--- src/rtl/cic_pkg.sv ---
package cic_pkg;
  localparam logic [7:0] CALL_OP = 8'hCD;

  typedef enum logic [2:0] {
    ST_IDLE,
    ST_ACK,
    ST_WLO,
    ST_RLO,
    ST_WHI,
    ST_RHI,
    ST_WFETCH
  } seq_st_t;
endpackage

--- src/rtl/cic_req_bank.sv ---
module cic_req_bank #(
  parameter int N  = 8,
  parameter int IW = $clog2(N)
) (
  input  logic          clk,
  input  logic          rst,
  input  logic [N-1:0]  irq_i,
  input  logic          en_we,
  input  logic [N-1:0]  en_wdata,
  input  logic [N-1:0]  clr_i,
  output logic          req_any,
  output logic [IW-1:0] req_idx
);
  logic [N-1:0] irq_q, pend_q, en_q, pend_d, rise, elig;

  assign rise   = irq_i & ~irq_q;
  assign pend_d = (pend_q & ~clr_i) | rise;
  assign elig   = pend_d & en_q;

  always_ff @(posedge clk) begin
    if (rst) begin
      irq_q  <= '0;
      pend_q <= '0;
      en_q   <= '0;
    end else begin
      irq_q  <= irq_i;
      pend_q <= pend_d;
      if (en_we) en_q <= en_wdata;
    end
  end

  always_comb begin
    req_any = 1'b0;
    req_idx = '0;
    for (int i = N - 1; i >= 0; i--) begin
      if (elig[i]) begin
        req_any = 1'b1;
        req_idx = IW'(i);
      end
    end
  end


  set_beats_clear_chk: assert property (@(posedge clk) disable iff (rst)
    (|(clr_i & rise)) |=> (|(pend_q & $past(clr_i))));


  clear_onehot_chk: assert property (@(posedge clk) disable iff (rst)
    $onehot0(clr_i));
endmodule

--- src/rtl/cic_vec_regs.sv ---
module cic_vec_regs #(
  parameter int N  = 8,
  parameter int IW = $clog2(N)
) (
  input  logic          clk,
  input  logic          we,
  input  logic          we_hi,
  input  logic [IW-1:0] widx,
  input  logic [7:0]    wdata,
  input  logic [IW-1:0] ridx,
  output logic [7:0]    rd_lo,
  output logic [7:0]    rd_hi
);
  logic [7:0] lo_mem [N];
  logic [7:0] hi_mem [N];

  always_ff @(posedge clk) begin
    if (we && !we_hi) lo_mem[widx] <= wdata;
    rd_lo <= lo_mem[ridx];
  end

  always_ff @(posedge clk) begin
    if (we && we_hi) hi_mem[widx] <= wdata;
    rd_hi <= hi_mem[ridx];
  end
endmodule

--- src/rtl/cic_ack_seq.sv ---
module cic_ack_seq
  import cic_pkg::*;
#(
  parameter int N  = 8,
  parameter int IW = $clog2(N)
) (
  input  logic          clk,
  input  logic          rst,
  input  logic          ack_c,
  input  logic          mrd_c,
  input  logic          fetch_c,
  input  logic          req_any,
  input  logic [IW-1:0] req_idx,
  input  logic [7:0]    vec_lo,
  input  logic [7:0]    vec_hi,
  output logic [IW-1:0] sel_idx,
  output logic [N-1:0]  clr_o,
  output logic          int_n,
  output logic [7:0]    dout,
  output logic          dout_en,
  output logic          mem_inhibit
);
  seq_st_t       st_q, st_d;
  logic          ack_q, val_q;
  logic [IW-1:0] sel_q;
  logic          int_n_q, dout_en_q, inhib_q;
  logic [7:0]    dout_q;

  always_comb begin
    st_d  = st_q;
    clr_o = '0;
    unique case (st_q)
      ST_IDLE:   if (ack_c && !ack_q) st_d = ST_ACK;
      ST_ACK:    if (!ack_c) st_d = ST_WLO;
      ST_WLO:    if (fetch_c) st_d = ST_IDLE;
                 else if (mrd_c) st_d = ST_RLO;
      ST_RLO:    if (!mrd_c) st_d = ST_WHI;
      ST_WHI:    if (fetch_c) st_d = ST_IDLE;
                 else if (mrd_c) st_d = ST_RHI;
      ST_RHI:    if (!mrd_c) begin
                   st_d = ST_WFETCH;
                   if (val_q) clr_o[sel_q] = 1'b1;
                 end
      ST_WFETCH: if (fetch_c) st_d = ST_IDLE;
      default:   st_d = ST_IDLE;
    endcase
  end

  always_ff @(posedge clk) begin
    if (rst) begin
      st_q      <= ST_IDLE;
      ack_q     <= 1'b0;
      sel_q     <= '0;
      val_q     <= 1'b0;
      int_n_q   <= 1'b1;
      dout_en_q <= 1'b0;
      dout_q    <= '0;
      inhib_q   <= 1'b0;
    end else begin
      st_q  <= st_d;
      ack_q <= ack_c;
      if (st_q == ST_IDLE && st_d == ST_ACK) begin
        sel_q <= req_idx;
        val_q <= req_any;
      end
      int_n_q   <= !(req_any && st_d == ST_IDLE);
      dout_en_q <= (st_d == ST_ACK) || (st_d == ST_RLO) || (st_d == ST_RHI);
      inhib_q   <= (st_d == ST_WLO) || (st_d == ST_RLO) ||
                   (st_d == ST_WHI) || (st_d == ST_RHI);
      unique case (st_d)
        ST_ACK:  dout_q <= CALL_OP;
        ST_RLO:  dout_q <= vec_lo;
        ST_RHI:  dout_q <= vec_hi;
        default: dout_q <= '0;
      endcase
    end
  end

  assign sel_idx     = sel_q;
  assign int_n       = int_n_q;
  assign dout        = dout_q;
  assign dout_en     = dout_en_q;
  assign mem_inhibit = inhib_q;


  ack_opcode_chk: assert property (@(posedge clk) disable iff (rst)
    (st_q == ST_IDLE && ack_c && !ack_q) |=> (dout_en_q && dout_q == CALL_OP));


  inhibit_drop_chk: assert property (@(posedge clk) disable iff (rst)
    (st_q == ST_RHI && !mrd_c) |=> (!inhib_q && !dout_en_q));


  sel_hold_chk: assert property (@(posedge clk) disable iff (rst)
    (st_q != ST_IDLE && $past(st_q) != ST_IDLE) |-> $stable(sel_q));


  fetch_release_chk: assert property (@(posedge clk) disable iff (rst)
    (fetch_c && st_q != ST_IDLE && st_q != ST_ACK) |=> (st_q == ST_IDLE && !inhib_q));
endmodule

--- src/rtl/call_irq_ctrl.sv ---
module call_irq_ctrl #(
  parameter int         NUM_IRQ   = 8,
  parameter logic [7:0] PORT_BASE = 8'h40
) (
  input  logic               clk,
  input  logic               rst,
  input  logic [NUM_IRQ-1:0] irq_in,
  input  logic [15:0]        addr,
  input  logic [7:0]         din,
  input  logic               m1_n,
  input  logic               iorq_n,
  input  logic               mreq_n,
  input  logic               rd_n,
  input  logic               wr_n,
  output logic               int_n,
  output logic [7:0]         dout,
  output logic               dout_en,
  output logic               mem_inhibit
);
  localparam int IW       = (NUM_IRQ > 1) ? $clog2(NUM_IRQ) : 1;
  localparam int VEC_PORTS = 2 * NUM_IRQ;

  logic ack_c, mrd_c, fetch_c, iowr_c, iowr_q, iowr_go;
  logic [7:0] port_off;
  logic vec_we, en_we;
  logic [NUM_IRQ-1:0] en_wd, clr;
  logic req_any;
  logic [IW-1:0] req_idx, sel_idx, widx;
  logic [7:0] vec_lo, vec_hi;

  assign ack_c   = !m1_n && !iorq_n;
  assign fetch_c = !m1_n && !mreq_n;
  assign mrd_c   = m1_n && !mreq_n && !rd_n;
  assign iowr_c  = m1_n && !iorq_n && !wr_n;

  always_ff @(posedge clk) begin
    if (rst) iowr_q <= 1'b0;
    else     iowr_q <= iowr_c;
  end

  assign iowr_go  = iowr_c && !iowr_q;
  assign port_off = addr[7:0] - PORT_BASE;
  assign vec_we   = iowr_go && (32'(port_off) < VEC_PORTS);
  assign en_we    = iowr_go && (32'(port_off) == VEC_PORTS);
  assign widx     = IW'(port_off >> 1);

  always_comb begin
    for (int i = 0; i < NUM_IRQ; i++) en_wd[i] = din[i];
  end

  cic_req_bank #(.N(NUM_IRQ), .IW(IW)) u_req (
    .clk(clk), .rst(rst), .irq_i(irq_in), .en_we(en_we), .en_wdata(en_wd),
    .clr_i(clr), .req_any(req_any), .req_idx(req_idx)
  );

  cic_vec_regs #(.N(NUM_IRQ), .IW(IW)) u_vec (
    .clk(clk), .we(vec_we), .we_hi(port_off[0]), .widx(widx), .wdata(din),
    .ridx(sel_idx), .rd_lo(vec_lo), .rd_hi(vec_hi)
  );

  cic_ack_seq #(.N(NUM_IRQ), .IW(IW)) u_seq (
    .clk(clk), .rst(rst), .ack_c(ack_c), .mrd_c(mrd_c), .fetch_c(fetch_c),
    .req_any(req_any), .req_idx(req_idx), .vec_lo(vec_lo), .vec_hi(vec_hi),
    .sel_idx(sel_idx), .clr_o(clr), .int_n(int_n), .dout(dout),
    .dout_en(dout_en), .mem_inhibit(mem_inhibit)
  );


  io_write_once_chk: assert property (@(posedge clk) disable iff (rst)
    (iowr_c && iowr_q) |-> (!vec_we && !en_we));
endmodule

--- config.mk ---
export PLATFORM = sky130hd
export DESIGN_NAME = call_irq_ctrl
export DESIGN_NICKNAME = d
export VERILOG_FILES = /design/src/rtl/cic_pkg.sv /design/src/rtl/cic_req_bank.sv /design/src/rtl/cic_vec_regs.sv /design/src/rtl/cic_ack_seq.sv /design/src/rtl/call_irq_ctrl.sv
export SDC_FILE = /design/constraint.sdc
export NUM_CORES = 1
export LEC_CHECK = 0
export ABC_AREA = 1
export BUFFER_PORTS_ARGS = -buffer_cell sky130_fd_sc_hd__clkbuf_2
export CORE_ASPECT_RATIO = 1.75
export CORE_UTILIZATION = 55
export DETAILED_ROUTE_END_ITERATION = 8
export GPL_TIMING_DRIVEN = 0
export PLACE_DENSITY = 0.77
export SKIP_CTS_REPAIR_TIMING = 1
export SYNTH_ARGS = -nofsm -noshare
export SYNTH_HDL_FRONTEND = slang
export SYNTH_HIERARCHICAL = 1
export SYNTH_SLANG_ARGS = --single-unit
--- constraint.sdc ---
create_clock -name clk -period 2.4 [get_ports clk]
set_clock_uncertainty 0.15 [all_clocks]
set_input_delay 0.36 -clock clk [delete_from_list [all_inputs] [get_ports clk]]
set_output_delay 0.36 -clock clk [all_outputs]
set_load 0.01 [all_outputs]
==> impl_metrics.tcl <==
set metrics [dict create \
    hold_path.class "in2reg" \
    synth-edff-count 128 \
    final_util 0.638 \
    antenna_cells 0 \
    p_int_w 0.00536 \
    num_io_pins 50 \
    crit_path_top_delay_cell "nor2_1" \
    synth.top_cells.by_count "nand2_1, inv_1, edfxtp_1" \
    syn_area_sq_mm 0.00808 \
    met2_length_um 9350 \
    crit_required_ns 2.30 \
    first_pass_iters 6 \
    slowest_delay_ns 0.68 \
    clk_latency_ns 0.42 \
    p_switching_w 0.00158 \
    arrival_ns 2.21 \
    grtUsageTotal 0.243 \
    maxSlewViolCount 0 \
    path_delay_family "simple AND/OR/NAND/NOR gates" \
    synth_top_flop_cell "edfxtp_1" \
    seq_area_sq_mm 0.00505 \
    hold_slack_ns -0.00394 \
    drt_wl_total_um 17000 \
    nets 991 \
    muxShareOfSynthArea 0 \
    worst-path-buf-inv 1 \
    ant_nets 0 \
    grt_overflow 0 \
    antenna_found_initial 0 \
    rsz0062_at_grt "true" \
    top_layer "met4" \
    synth_seq_area_share 0.624 \
    min_period_ns 2.31 \
    grt_pass1_vias 5659 \
    htreeDepth 4 \
    synthXorXnorAreaFrac 0 \
    crit_fanout 8 \
    fp-row-count 58 \
    finalCritPeriodShare 0.962 \
    fmax_mhz 433 \
    grt_max_degree 18 \
    power_density_mw_per_mm2 756 \
    synth_cells 891 \
    final_area_sq_mm 0.00916 \
    relSlewSlack 0.498 \
    p_seq_frac 0.513 \
    core_area_sq_mm 0.0144 \
    met3_length_um 849 \
    p_leak_nw 4.20 \
    drc 0 \
    place_area_sq_mm 0.00851 \
    synth_nets 930 \
    gp_congestion 0.938 \
    yosysWarnings 6 \
    nFillCells 1148 \
    wirelength_met1_um 6060 \
    io_buffer_count 41 \
    synthAdderAreaFrac 0 \
    finalSetupViolCount 0 \
    status "finished, violations left" \
    startpoint "iowr_q$_SDFF_PP0_" \
    ys_types 29 \
    synth_top_family_by_area "simple AND/OR/NAND/NOR gates" \
    ys_seq_elements 188 \
    worstHoldStart "irq_in[5]" \
    drt-initial-drc-count 345 \
    grt_first_pass_wirelength_um 27000 \
    cts_buffers 17 \
    crit_type "reg2reg" \
    async_flop_share 0 \
    cts_sinks 188 \
    endpoint_kind "flop" \
    violations "hold timing" \
    cp-start-kind "flop" \
    synth.avg_cell_area_sq_um 9.07 \
    start_util 0.562 \
    synth_simple_gate_area_share 0.230 \
    r2r_start "iowr_q$_SDFF_PP0_" \
    multi_input_area_sq_mm 0.00215 \
    drv_cap 0 \
    cts.reportedPaths.clkPinSlew_ns 0.07 \
    switching_share 0.227 \
    die_w_um 93.6 \
    synth_compound_area_frac 0.0321 \
    synth_area_leader_cell "edfxtp_1" \
    root_buffer "clkbuf_16" \
    cts_tree "done" \
    drive_above_1_share 0.140 \
    dpl.hpwl_um 12000 \
    avgViaCountPerCell 5.01 \
    die_h_um 162 \
    cp_cell_sequence "inv_1 -> nand4_1 -> nor2_1 -> nand2_1 -> nor2_1" \
    vias 5741 \
    cts_buffer_depth 2 \
    hold_violations 3 \
    clock_power_share 0.412 \
    comb_power_share 0.075 \
    vdd_ir_drop_max_mv 0.495 \
    wl_per_cell_um 14.9 \
    cpMostUsedCell "nor2_1" \
    syn2layout_area_growth_pct 13.4 \
    die_area_sq_mm 0.0152 \
    synth_top_area_frac 0.476 \
    synthTopCellsByArea "edfxtp_1, dfxtp_1, nand2_1, inv_1, nand3_1" \
    worstMarginPinSlew_ns 0.751 \
    yosysMostFrequentCell "nand2_1" \
]
[layout make-up]
type,instances,share of cell area
sequential,188,0.551
multi-input combinational,483,0.234
inverter,192,0.0787
clock buffer,18,0.0468
tap,180,0.0246
timing repair buffer,42,0.0235
buffer,28,0.0214
clock inverter,14,0.0198
[worst paths after layout]
path | endpoint | slack (ns) | cells past startpoint
max | u_vec/lo_mem[7][1]$_DFFE_PP_ | 0.09 | 5
min | u_req/irq_q[5]$_SDFF_PP0_ | -0.004 | 3
min reg2reg | u_seq/dout[1]$_SDFF_PP0_ | 0.30 | 2
max reg2reg | u_vec/lo_mem[7][1]$_DFFE_PP_ | 0.09 | 5
[power groups by stage]
| stage | combinational [W] | clock, W | sequential, W |
|---|---|---|---|
| 6_report | 0.000522 | 0.00285 | 0.00355 |
| 2_1_floorplan | 0.000313 | 0 | 0.00362 |
| 3_5_place_dp | 0.000510 | 0 | 0.00363 |
| 3_3_place_gp | 0.000500 | 0 | 0.00362 |
| 4_1_cts | 0.000516 | 0.00289 | 0.00355 |
| 5_1_grt | 0.000578 | 0.00302 | 0.00356 |
[stage by stage]
| stage | hold WS [ns] | setup WS (ns) | std cells | power, W | setup TNS, ns |
|---|---|---|---|---|---|
| after floorplan | 0.279 | 0.469 | 891 | 0.00394 | 0 |
| after global placement | 0.292 | -0.0549 | 1112 | 0.00412 | -1.68 |
| after detailed placement | 0.299 | -0.110 | 1112 | 0.00413 | -3.89 |
| after CTS | -0.0281 | 0.0452 | 1144 | 0.00696 | 0 |
| after global routing | 0.00193 | -0.00984 | 1145 | 0.00716 | -0.114 |
| final | -0.00394 | 0.0903 | 1145 | 0.00693 | 0 |
[placed cells by master, fill, tap and decap left out, types with 3 or more instances in the layout]
cell | Yosys | layout
o22ai_2 | 3 | 3
clkbuf_1 | 3 | 4
inv_8 | 0 | 3
dfxtp_1 | 60 | 58
nand2_2 | 3 | 3
nand3_1 | 93 | 93
o22ai_1 | 3 | 3
edfxtp_1 | 128 | 128
buf_6 | 8 | 8
inv_1 | 182 | 182
inv_2 | 10 | 10
buf_2 | 13 | 13
nor3_2 | 1 | 4
clkbuf_2 | 0 | 41
o21ai_0 | 7 | 7
nand2_1 | 265 | 265
inv_6 | 0 | 3
bufinv_16 | 0 | 3
nand4_1 | 7 | 7
buf_4 | 4 | 4
nor2_1 | 62 | 56
a21oi_1 | 20 | 20
clkbuf_16 | 0 | 17
nor2_2 | 1 | 7
[logic make-up after synthesis]
family | count (synthesis)
simple gates | 442
buf+inv | 220
flops | 188
compound gates | 41
[worst reg2reg max path: cells and delay by family (launching register included)]
| family | cells | cell delay, ns |
|---|---|---|
| buf+inv | 1 | 0.04 |
| flops | 1 | 0.30 |
| simple gates | 4 | 1.45 |
[layer usage]
| metal | up-vias | track usage |
|---|---|---|
| met5 | - | 0 |
| met3 | 47 | 0.0369 |
| met2 | 201 | 0.451 |
| met4 | 0 | 0.153 |
| met1 | 2594 | 0.249 |
| li1 | 2899 | - |
[flip-flops by register name, indices dropped and copies added, names as in the netlist]
name,cells
u_seq/ack_q,1
u_vec/hi_mem,64
u_seq/val_q,1
u_seq/sel_idx,3
u_req/pend_q,8
u_vec/rd_hi,8
u_vec/lo_mem,64
u_vec/rd_lo,8
u_seq/int_n,1
u_seq/dout,8
u_req/irq_q,8
u_seq/dout_en,1
u_req/en_q,8
u_seq/st_q,3
u_seq/mem_inhibit,1
iowr_q,1
No activity file was read; power rests on OpenSTA's default activity.
